--- src/rtl/mac_sum_pkg.sv ---
package mac_sum_pkg;

    // Extra bits the adder needs so that the sum of n products cannot overflow.
    function automatic int sum_growth(input int n);
        return (n <= 1) ? 0 : $clog2(n);
    endfunction

    // Result width for operand width w and product count n.
    function automatic int res_width(input int w, input int n);
        return 2 * w + sum_growth(n);
    endfunction

endpackage

--- src/rtl/mac_delay.sv ---
module mac_delay #(
    parameter int W     = 1,
    parameter int DEPTH = 1
) (
    input  logic         clk,
    input  logic         sclr,
    input  logic [W-1:0] d,
    output logic [W-1:0] q
);
    generate
        if (DEPTH == 0) begin : g_wire
            logic unused_clk;
            assign unused_clk = clk ^ sclr;
            assign q = d;
        end else begin : g_regs
            logic [DEPTH-1:0][W-1:0] sr;
            always_ff @(posedge clk) begin
                if (sclr) begin
                    sr <= '0;
                end else begin
                    sr[0] <= d;
                    for (int i = 1; i < DEPTH; i++) begin
                        sr[i] <= sr[i-1];
                    end
                end
            end
            assign q = sr[DEPTH-1];
        end
    endgenerate
endmodule

--- src/rtl/mac_in_stage.sv ---
module mac_in_stage #(
    parameter int WIDTH    = 16,
    parameter int NPROD    = 4,
    parameter int IN_REG   = 1,
    parameter int CHAIN_EN = 0
) (
    input  logic                        clk,
    input  logic                        sclr,
    input  logic [NPROD-1:0][WIDTH-1:0] a_in,
    input  logic [NPROD-1:0][WIDTH-1:0] b_in,
    input  logic                        sgn_in,
    input  logic                        sub_in,
    input  logic                        vld_in,
    output logic [NPROD-1:0][WIDTH-1:0] a_op,
    output logic [NPROD-1:0][WIDTH-1:0] b_op,
    output logic                        sgn_op,
    output logic                        sub_op,
    output logic                        vld_op
);
    // The chain needs the registered A operands, so chain mode forces the stage on.
    localparam bit HAS_REG = (IN_REG != 0) || (CHAIN_EN != 0);

    logic [NPROD-1:0][WIDTH-1:0] a_src;

    generate
        if (CHAIN_EN != 0) begin : g_chain
            logic [2:0] age;
            logic       unused_lanes;
            assign unused_lanes = ^a_in;
            assign a_src[0] = a_in[0];

            always_ff @(posedge clk) begin
                if (sclr)             age <= '0;
                else if (age < 3'd4)  age <= age + 3'd1;
            end

            for (genvar k = 1; k < NPROD; k++) begin : g_link
                assign a_src[k] = a_op[k-1];
                // Lane k holds the lane-0 A operand from k+1 clock edges earlier.
                assert_chain_delay_R7: assert property (
                    @(posedge clk) disable iff (sclr)
                    (age > k) |-> (a_op[k] == $past(a_in[0], k + 1))
                );
            end
        end else begin : g_direct
            assign a_src = a_in;
        end

        if (HAS_REG) begin : g_reg
            always_ff @(posedge clk) begin
                if (sclr) begin
                    a_op   <= '0;
                    b_op   <= '0;
                    sgn_op <= 1'b0;
                    sub_op <= 1'b0;
                    vld_op <= 1'b0;
                end else begin
                    a_op   <= a_src;
                    b_op   <= b_in;
                    sgn_op <= sgn_in;
                    sub_op <= sub_in;
                    vld_op <= vld_in;
                end
            end
        end else begin : g_pass
            logic unused_clk;
            assign unused_clk = clk ^ sclr;
            assign a_op   = a_src;
            assign b_op   = b_in;
            assign sgn_op = sgn_in;
            assign sub_op = sub_in;
            assign vld_op = vld_in;
        end
    endgenerate
endmodule

--- src/rtl/mac_prod_stage.sv ---
module mac_prod_stage #(
    parameter int WIDTH    = 16,
    parameter int NPROD    = 4,
    parameter int PROD_REG = 1,
    parameter int PW       = 2 * WIDTH + 2
) (
    input  logic                        clk,
    input  logic                        sclr,
    input  logic [NPROD-1:0][WIDTH-1:0] a_in,
    input  logic [NPROD-1:0][WIDTH-1:0] b_in,
    input  logic                        sgn_in,
    input  logic                        sub_in,
    input  logic                        vld_in,
    output logic [NPROD-1:0][PW-1:0]    prod_q,
    output logic                        sgn_q,
    output logic                        sub_q,
    output logic                        vld_q
);
    logic [NPROD-1:0][PW-1:0] prod_c;
    logic [NPROD-1:0]         neg_bits;

    generate
        for (genvar k = 0; k < NPROD; k++) begin : g_mul
            logic signed [WIDTH:0] ae;
            logic signed [WIDTH:0] be;
            // One signed multiplier covers both modes: the extra top bit is the
            // sign bit when signed_sel is 1 and a zero when it is 0.
            assign ae = $signed({sgn_in & a_in[k][WIDTH-1], a_in[k]});
            assign be = $signed({sgn_in & b_in[k][WIDTH-1], b_in[k]});
            assign prod_c[k]   = ae * be;
            assign neg_bits[k] = prod_c[k][PW-1];
        end

        if (PROD_REG != 0) begin : g_reg
            always_ff @(posedge clk) begin
                if (sclr) begin
                    prod_q <= '0;
                    sgn_q  <= 1'b0;
                    sub_q  <= 1'b0;
                    vld_q  <= 1'b0;
                end else begin
                    prod_q <= prod_c;
                    sgn_q  <= sgn_in;
                    sub_q  <= sub_in;
                    vld_q  <= vld_in;
                end
            end
        end else begin : g_pass
            assign prod_q = prod_c;
            assign sgn_q  = sgn_in;
            assign sub_q  = sub_in;
            assign vld_q  = vld_in;
        end
    endgenerate

    assert_unsigned_prod_R2: assert property (
        @(posedge clk) disable iff (sclr)
        !sgn_in |-> (neg_bits == '0)
    );
endmodule

--- src/rtl/mac_sum_stage.sv ---
module mac_sum_stage #(
    parameter int NPROD     = 4,
    parameter int PW        = 34,
    parameter int RW        = 34,
    parameter int EXTRA_LAT = 1
) (
    input  logic                     clk,
    input  logic                     sclr,
    input  logic [NPROD-1:0][PW-1:0] prod_in,
    input  logic                     sgn_in,
    input  logic                     sub_in,
    input  logic                     vld_in,
    output logic [RW-1:0]            result,
    output logic                     out_valid
);
    localparam int SW = PW + 2;

    logic signed [SW-1:0] wide;
    logic                 fits;
    logic [RW-1:0]        res_q;
    logic                 vld_q;

    always_comb begin
        wide = '0;
        for (int k = 0; k < NPROD; k++) begin
            if (((k % 2) == 1) && sub_in) begin
                wide = wide - $signed({{2{prod_in[k][PW-1]}}, prod_in[k]});
            end else begin
                wide = wide + $signed({{2{prod_in[k][PW-1]}}, prod_in[k]});
            end
        end
    end

    // The sum fits in RW bits, as two's complement or as an all-add unsigned sum.
    always_comb begin
        fits = (&wide[SW-1:RW-1]) || !(|wide[SW-1:RW-1])
            || (!sgn_in && !sub_in && (wide[SW-1:RW] == '0));
    end

    always_ff @(posedge clk) begin
        if (sclr) begin
            res_q <= '0;
            vld_q <= 1'b0;
        end else begin
            res_q <= wide[RW-1:0];
            vld_q <= vld_in;
        end
    end

    mac_delay #(.W(RW + 1), .DEPTH(EXTRA_LAT)) u_tail (
        .clk  (clk),
        .sclr (sclr),
        .d    ({vld_q, res_q}),
        .q    ({out_valid, result})
    );

    assert_no_overflow_R4: assert property (
        @(posedge clk) disable iff (sclr) fits
    );

    assert_clear_result_R6: assert property (
        @(posedge clk) disable iff (sclr)
        $past(sclr) |-> ((res_q == '0) && !vld_q)
    );
endmodule

--- src/rtl/mac_sum_pipe.sv ---
module mac_sum_pipe
    import mac_sum_pkg::*;
#(
    parameter int WIDTH     = 16,
    parameter int NPROD     = 4,
    parameter int IN_REG    = 1,
    parameter int PROD_REG  = 1,
    parameter int EXTRA_LAT = 1,
    parameter int CHAIN_EN  = 0
) (
    input  logic                                   clk,
    input  logic                                   sclr,
    input  logic                                   in_valid,
    input  logic                                   signed_sel,
    input  logic                                   sub_sel,
    input  logic [NPROD*WIDTH-1:0]                 a_flat,
    input  logic [NPROD*WIDTH-1:0]                 b_flat,
    output logic                                   out_valid,
    output logic [res_width(WIDTH, NPROD)-1:0]     result
);
    localparam int RW  = res_width(WIDTH, NPROD);
    localparam int PW  = 2 * WIDTH + 2;
    localparam int LAT = (((IN_REG != 0) || (CHAIN_EN != 0)) ? 1 : 0)
                       + ((PROD_REG != 0) ? 1 : 0) + 1 + EXTRA_LAT;
    localparam int CW  = $clog2(LAT + 1) + 1;

    logic [NPROD-1:0][WIDTH-1:0] a_op, b_op;
    logic                        sgn_op, sub_op, vld_op;
    logic [NPROD-1:0][PW-1:0]    prod;
    logic                        sgn_p, sub_p, vld_p;
    logic [CW-1:0]               lat_cnt;

    mac_in_stage #(
        .WIDTH(WIDTH), .NPROD(NPROD), .IN_REG(IN_REG), .CHAIN_EN(CHAIN_EN)
    ) u_in (
        .clk    (clk),
        .sclr   (sclr),
        .a_in   (a_flat),
        .b_in   (b_flat),
        .sgn_in (signed_sel),
        .sub_in (sub_sel),
        .vld_in (in_valid),
        .a_op   (a_op),
        .b_op   (b_op),
        .sgn_op (sgn_op),
        .sub_op (sub_op),
        .vld_op (vld_op)
    );

    mac_prod_stage #(
        .WIDTH(WIDTH), .NPROD(NPROD), .PROD_REG(PROD_REG), .PW(PW)
    ) u_prod (
        .clk    (clk),
        .sclr   (sclr),
        .a_in   (a_op),
        .b_in   (b_op),
        .sgn_in (sgn_op),
        .sub_in (sub_op),
        .vld_in (vld_op),
        .prod_q (prod),
        .sgn_q  (sgn_p),
        .sub_q  (sub_p),
        .vld_q  (vld_p)
    );

    mac_sum_stage #(
        .NPROD(NPROD), .PW(PW), .RW(RW), .EXTRA_LAT(EXTRA_LAT)
    ) u_sum (
        .clk       (clk),
        .sclr      (sclr),
        .prod_in   (prod),
        .sgn_in    (sgn_p),
        .sub_in    (sub_p),
        .vld_in    (vld_p),
        .result    (result),
        .out_valid (out_valid)
    );

    // Cycles since the last clear, saturating at the pipeline latency.
    always_ff @(posedge clk) begin
        if (sclr)                   lat_cnt <= '0;
        else if (lat_cnt < CW'(LAT)) lat_cnt <= lat_cnt + 1'b1;
    end

    assert_valid_latency_R5: assert property (
        @(posedge clk) disable iff (sclr)
        out_valid |-> (lat_cnt >= CW'(LAT))
    );
endmodule

--- config.mk ---
export PLATFORM = sky130hd
export DESIGN_NAME = mac_sum_pipe
export DESIGN_NICKNAME = d
export VERILOG_FILES = /design/src/rtl/mac_sum_pkg.sv /design/src/rtl/mac_delay.sv /design/src/rtl/mac_in_stage.sv /design/src/rtl/mac_prod_stage.sv /design/src/rtl/mac_sum_stage.sv /design/src/rtl/mac_sum_pipe.sv
export SDC_FILE = /design/constraint.sdc
export NUM_CORES = 2
export LEC_CHECK = 0
export BUFFER_PORTS_ARGS = -buffer_cell sky130_fd_sc_hd__buf_2
export CAP_MARGIN = 20
export CORE_MARGIN = 5
export CORE_UTILIZATION = 40
export CTS_CLUSTER_DIAMETER = 50
export DETAILED_ROUTE_END_ITERATION = 10
export RECOVER_POWER = 100
export SLEW_MARGIN = 10
export SYNTH_ARGS = -nofsm -noshare
export SYNTH_HDL_FRONTEND = slang
export SYNTH_SLANG_ARGS = --single-unit
--- constraint.sdc ---
create_clock -name clk -period 10.1 [get_ports clk]
set_input_delay 0.505 -clock clk [delete_from_list [all_inputs] [get_ports clk]]
set_output_delay 0.505 -clock clk [all_outputs]
set_load 0.01 [all_outputs]
==> impl_metrics.yaml <==
drt:
  met3_length_um: 6640
  routed.top_layer: "met4"
  routed-wl-met2_um: 66300
  first_pass_iters: 5
  drtAntennaViolNets: 0
  vias_per_cell: 4.98
  first_iter_violations: 2181
  drc: 0
  wirelength_um: 140000
  wl_met1_um: 63400
  vias: 41211
  routedWlPerCell_um: 16.9
global_route:
  grt_pass1_wl_um: 235000
  grt_start_max_net_pins: 146
  overflow: 0
  grt_pass1_vias: 44314
  grt_usage: 0.190
  antenna_found_initial: 7
cts:
  cts_buffer_depth: 3
  htreeDepth: 2
  holdBufCountCts: 4
  post_cts_buffers: 0
  cts_root_buf: "clkbuf_16"
  tritoncts: "yes"
  clock_latency_ps: 660
  cts_sinks: 339
  cts_resized: 0
  numCtsBuffers: 54
  clkTransAtPathRegs_ps: 60
die:
  die_w_um: 390
  io-pin-count: 168
  coreArea_um2: 144000
  die_h_um: 390
  design.die.area_um2: 152000
  start_util: 0.403
  rows: 139
synth:
  yosysMostFrequentCell: "inv_1"
  synth_compound_area_frac: 0.0688
  synth-simple-area-share: 0.171
  synth_top_area_share: 0.411
  syn_area_um2: 57900
  synth_area_leaders: "fa_1 (41%), dfxtp_1 (12%), ha_1 (9.6%)"
  ys_types: 76
  syn_nets: 8071
  synthAdderAreaFrac: 0.506
  yosys.area.top_type: "fa_1"
  synth.avg_cell_area_um2: 9.18
  synth_top_family_by_area: "adder cells"
  async_flop_share: 0
  synth_common_cells: "inv_1 (1227), fa_1 (1188), nand2_1 (723)"
  synth_xor_area_frac: 0.0405
  ys_ff_latch: 339
  yosysWarningCount: 0
  synth_edf_count: 0
  ys.flop_type: "dfxtp_1"
  yosysSeqAreaShare: 0.117
  synthMuxAreaShare: 0.00169
  synth_cells: 6308
timing:
  max_freq_mhz: 115
  setup_ws_ps: 1410
  tns_ps: 0
  period_needed_ps: 8690
  rsz0062_at_grt: "no"
  hold_violations: 0
  tightest_slew_ps: 5090
  drv_slew: 228
  skew_ps: 17.9
  slew_headroom: -2.39
  setup_viol: 0
  min_period_over_period: 0.860
placement:
  port_buffers: 167
  gp_congestion: 0.878
  hpwl_um: 114000
  pre_cts_ws_ps: 1900
worst_setup_path:
  cp.required_ps: 10440
  reg2reg_slack_ps: 1410
  cpMostUsedCell: "fa_1"
  r2r_end: "u_prod.prod_q[135]"
  critPathCaptureType: "flip-flop"
  cp_slowest_cell: "dfxtp_1"
  cp_num_cells: 19
  cp_top_family: "adder cells"
  critPathKind: "reg -> reg"
  r2r-start: "u_in.sgn_op"
  critical_path.endpoint: "u_prod.prod_q[135]"
  cp.arrival_ps: 9030
  crit_buf_inv: 3
  worst_path_largest_cell_delay_ps: 1440
  cp-start-kind: "flip-flop"
  path_cells: "nand2_1 -> or2_2 -> fa_1 -> fa_1 -> inv_1 -> fa_1 -> inv_1 -> fa_1 -> fa_1 -> inv_1 -> fa_1 -> ha_1 -> or3_1 -> a311oi_1 -> o21ai_0 -> a211oi_1 -> a21oi_1 -> xnor2_1 -> nor2_1"
  setup.worst_path.start: "u_in.sgn_op"
  path_max_fanout: 29
  rr_worst_depth: 19
cells_and_area:
  fill_cells: 14155
  syn_to_final_growth_pct: 7.60
  drive_above_1_share: 0.0515
  fin_nets: 8088
  diodes: 0
worst_hold_path:
  hp-class: "in -> reg"
power:
  powerDensity_nw_per_um2: 183
  ir_worst_vdd_uv: 270
  leakagePower_nw: 28.4
run_status:
  status: "finished, violations left"
  violations: "max-capacitance violations, max-slew violations"
run:
  maxCapViolCount: 3
## cells in the final DEF, fill, tap and decap left out, drive strengths merged, types with 58 or more instances in the layout
master,instances
and3,64
or2,67
a21oi,193
nand2,723
xor2,60
inv,1242
nor2,275
buf,142
fa,1188
dfxtp,339
nor3,58
nor2b,218
ha,442
and2,457
clkbuf,97
o21ai,117
xnor2,208
a21o,88
## where the power goes
part	total (mW)	internal, mW	switching [mW]
Sequential	2.04	1.64	0.400
Combinational	7.41	3.16	4.25
Clock	1.92	1.09	0.832
Total	11.4	5.89	5.48
## kinds of logic after synthesis
logic type               count (synthesis)
AND/OR/NAND/NOR                       1987
adder cells (fa/ha/maj)               1630
buffers and inverters                 1452
AO/OA/AOI/OAI                          623
flip-flops                             339
XOR/XNOR                               268
multiplexers                             9
## layer usage
layer / up-vias / global-route usage
met5: - / 0
met3: 180 / 0.0233
met2: 950 / 0.316
met4: 0 / 0.0529
met1: 20891 / 0.262
li1: 19190 / -
## worst reg2reg max path, delay by kind of cell, from the launching register on
kind	cells	cell delay, ps
compound gates	4	1720
xor+xnor	1	180
simple gates	4	1850
fa+ha+maj	7	3040
buf+inv	3	150
flops	1	1440
## layout make-up
cell class,count,area (um2),area share
sequential,339,6790,0.109
clock buffer,58,1400,0.0224
inverter,1228,4610,0.0740
tap,1903,2380,0.0382
timing repair buffer,185,937,0.0150
multi-input combinational,4517,45700,0.733
clock inverter,44,526,0.00844
## metrics by stage
stage	hold slack, ps	total power [mW]	instance area [um2]	instances	utilization
final	53.2	11.4	62300	8274	0.434
after global placement	418	9.35	60400	8168	0.420
after global routing	27.8	12.5	62300	8274	0.434
after CTS	0.376	11.5	62400	8274	0.434
after detailed placement	427	9.43	60400	8168	0.420
after floorplan	414	7.62	57900	6308	-
## worst min-delay path by stage
stage,from,to,slack (ps),depth (start not counted)
floorplan,u_in.sub_op,u_prod.sub_q,410,1
global placement,u_prod.vld_q,u_sum.vld_q,420,1
detailed placement,u_in.vld_op,u_prod.vld_q,430,1
CTS,b_flat[25],u_in.b_op[25],0.4,2
global route,b_flat[24],u_in.b_op[24],30,2
finish,b_flat[24],u_in.b_op[24],50,2
## sequential cells by signal (all words and copies together) (netlist names)
| register | cells |
|---|---|
| u_in.a_op | 64 |
| u_in.b_op | 64 |
| u_prod.prod_q | 136 |
| u_in.sub_op | 1 |
| u_sum.res_q | 34 |
| u_in.sgn_op | 1 |
| u_sum.vld_q | 1 |
| u_sum.u_tail.q | 35 |
| u_in.vld_op | 1 |
| u_prod.sub_q | 1 |
| u_prod.vld_q | 1 |
Note: power is estimated with default switching activity, not from simulation.
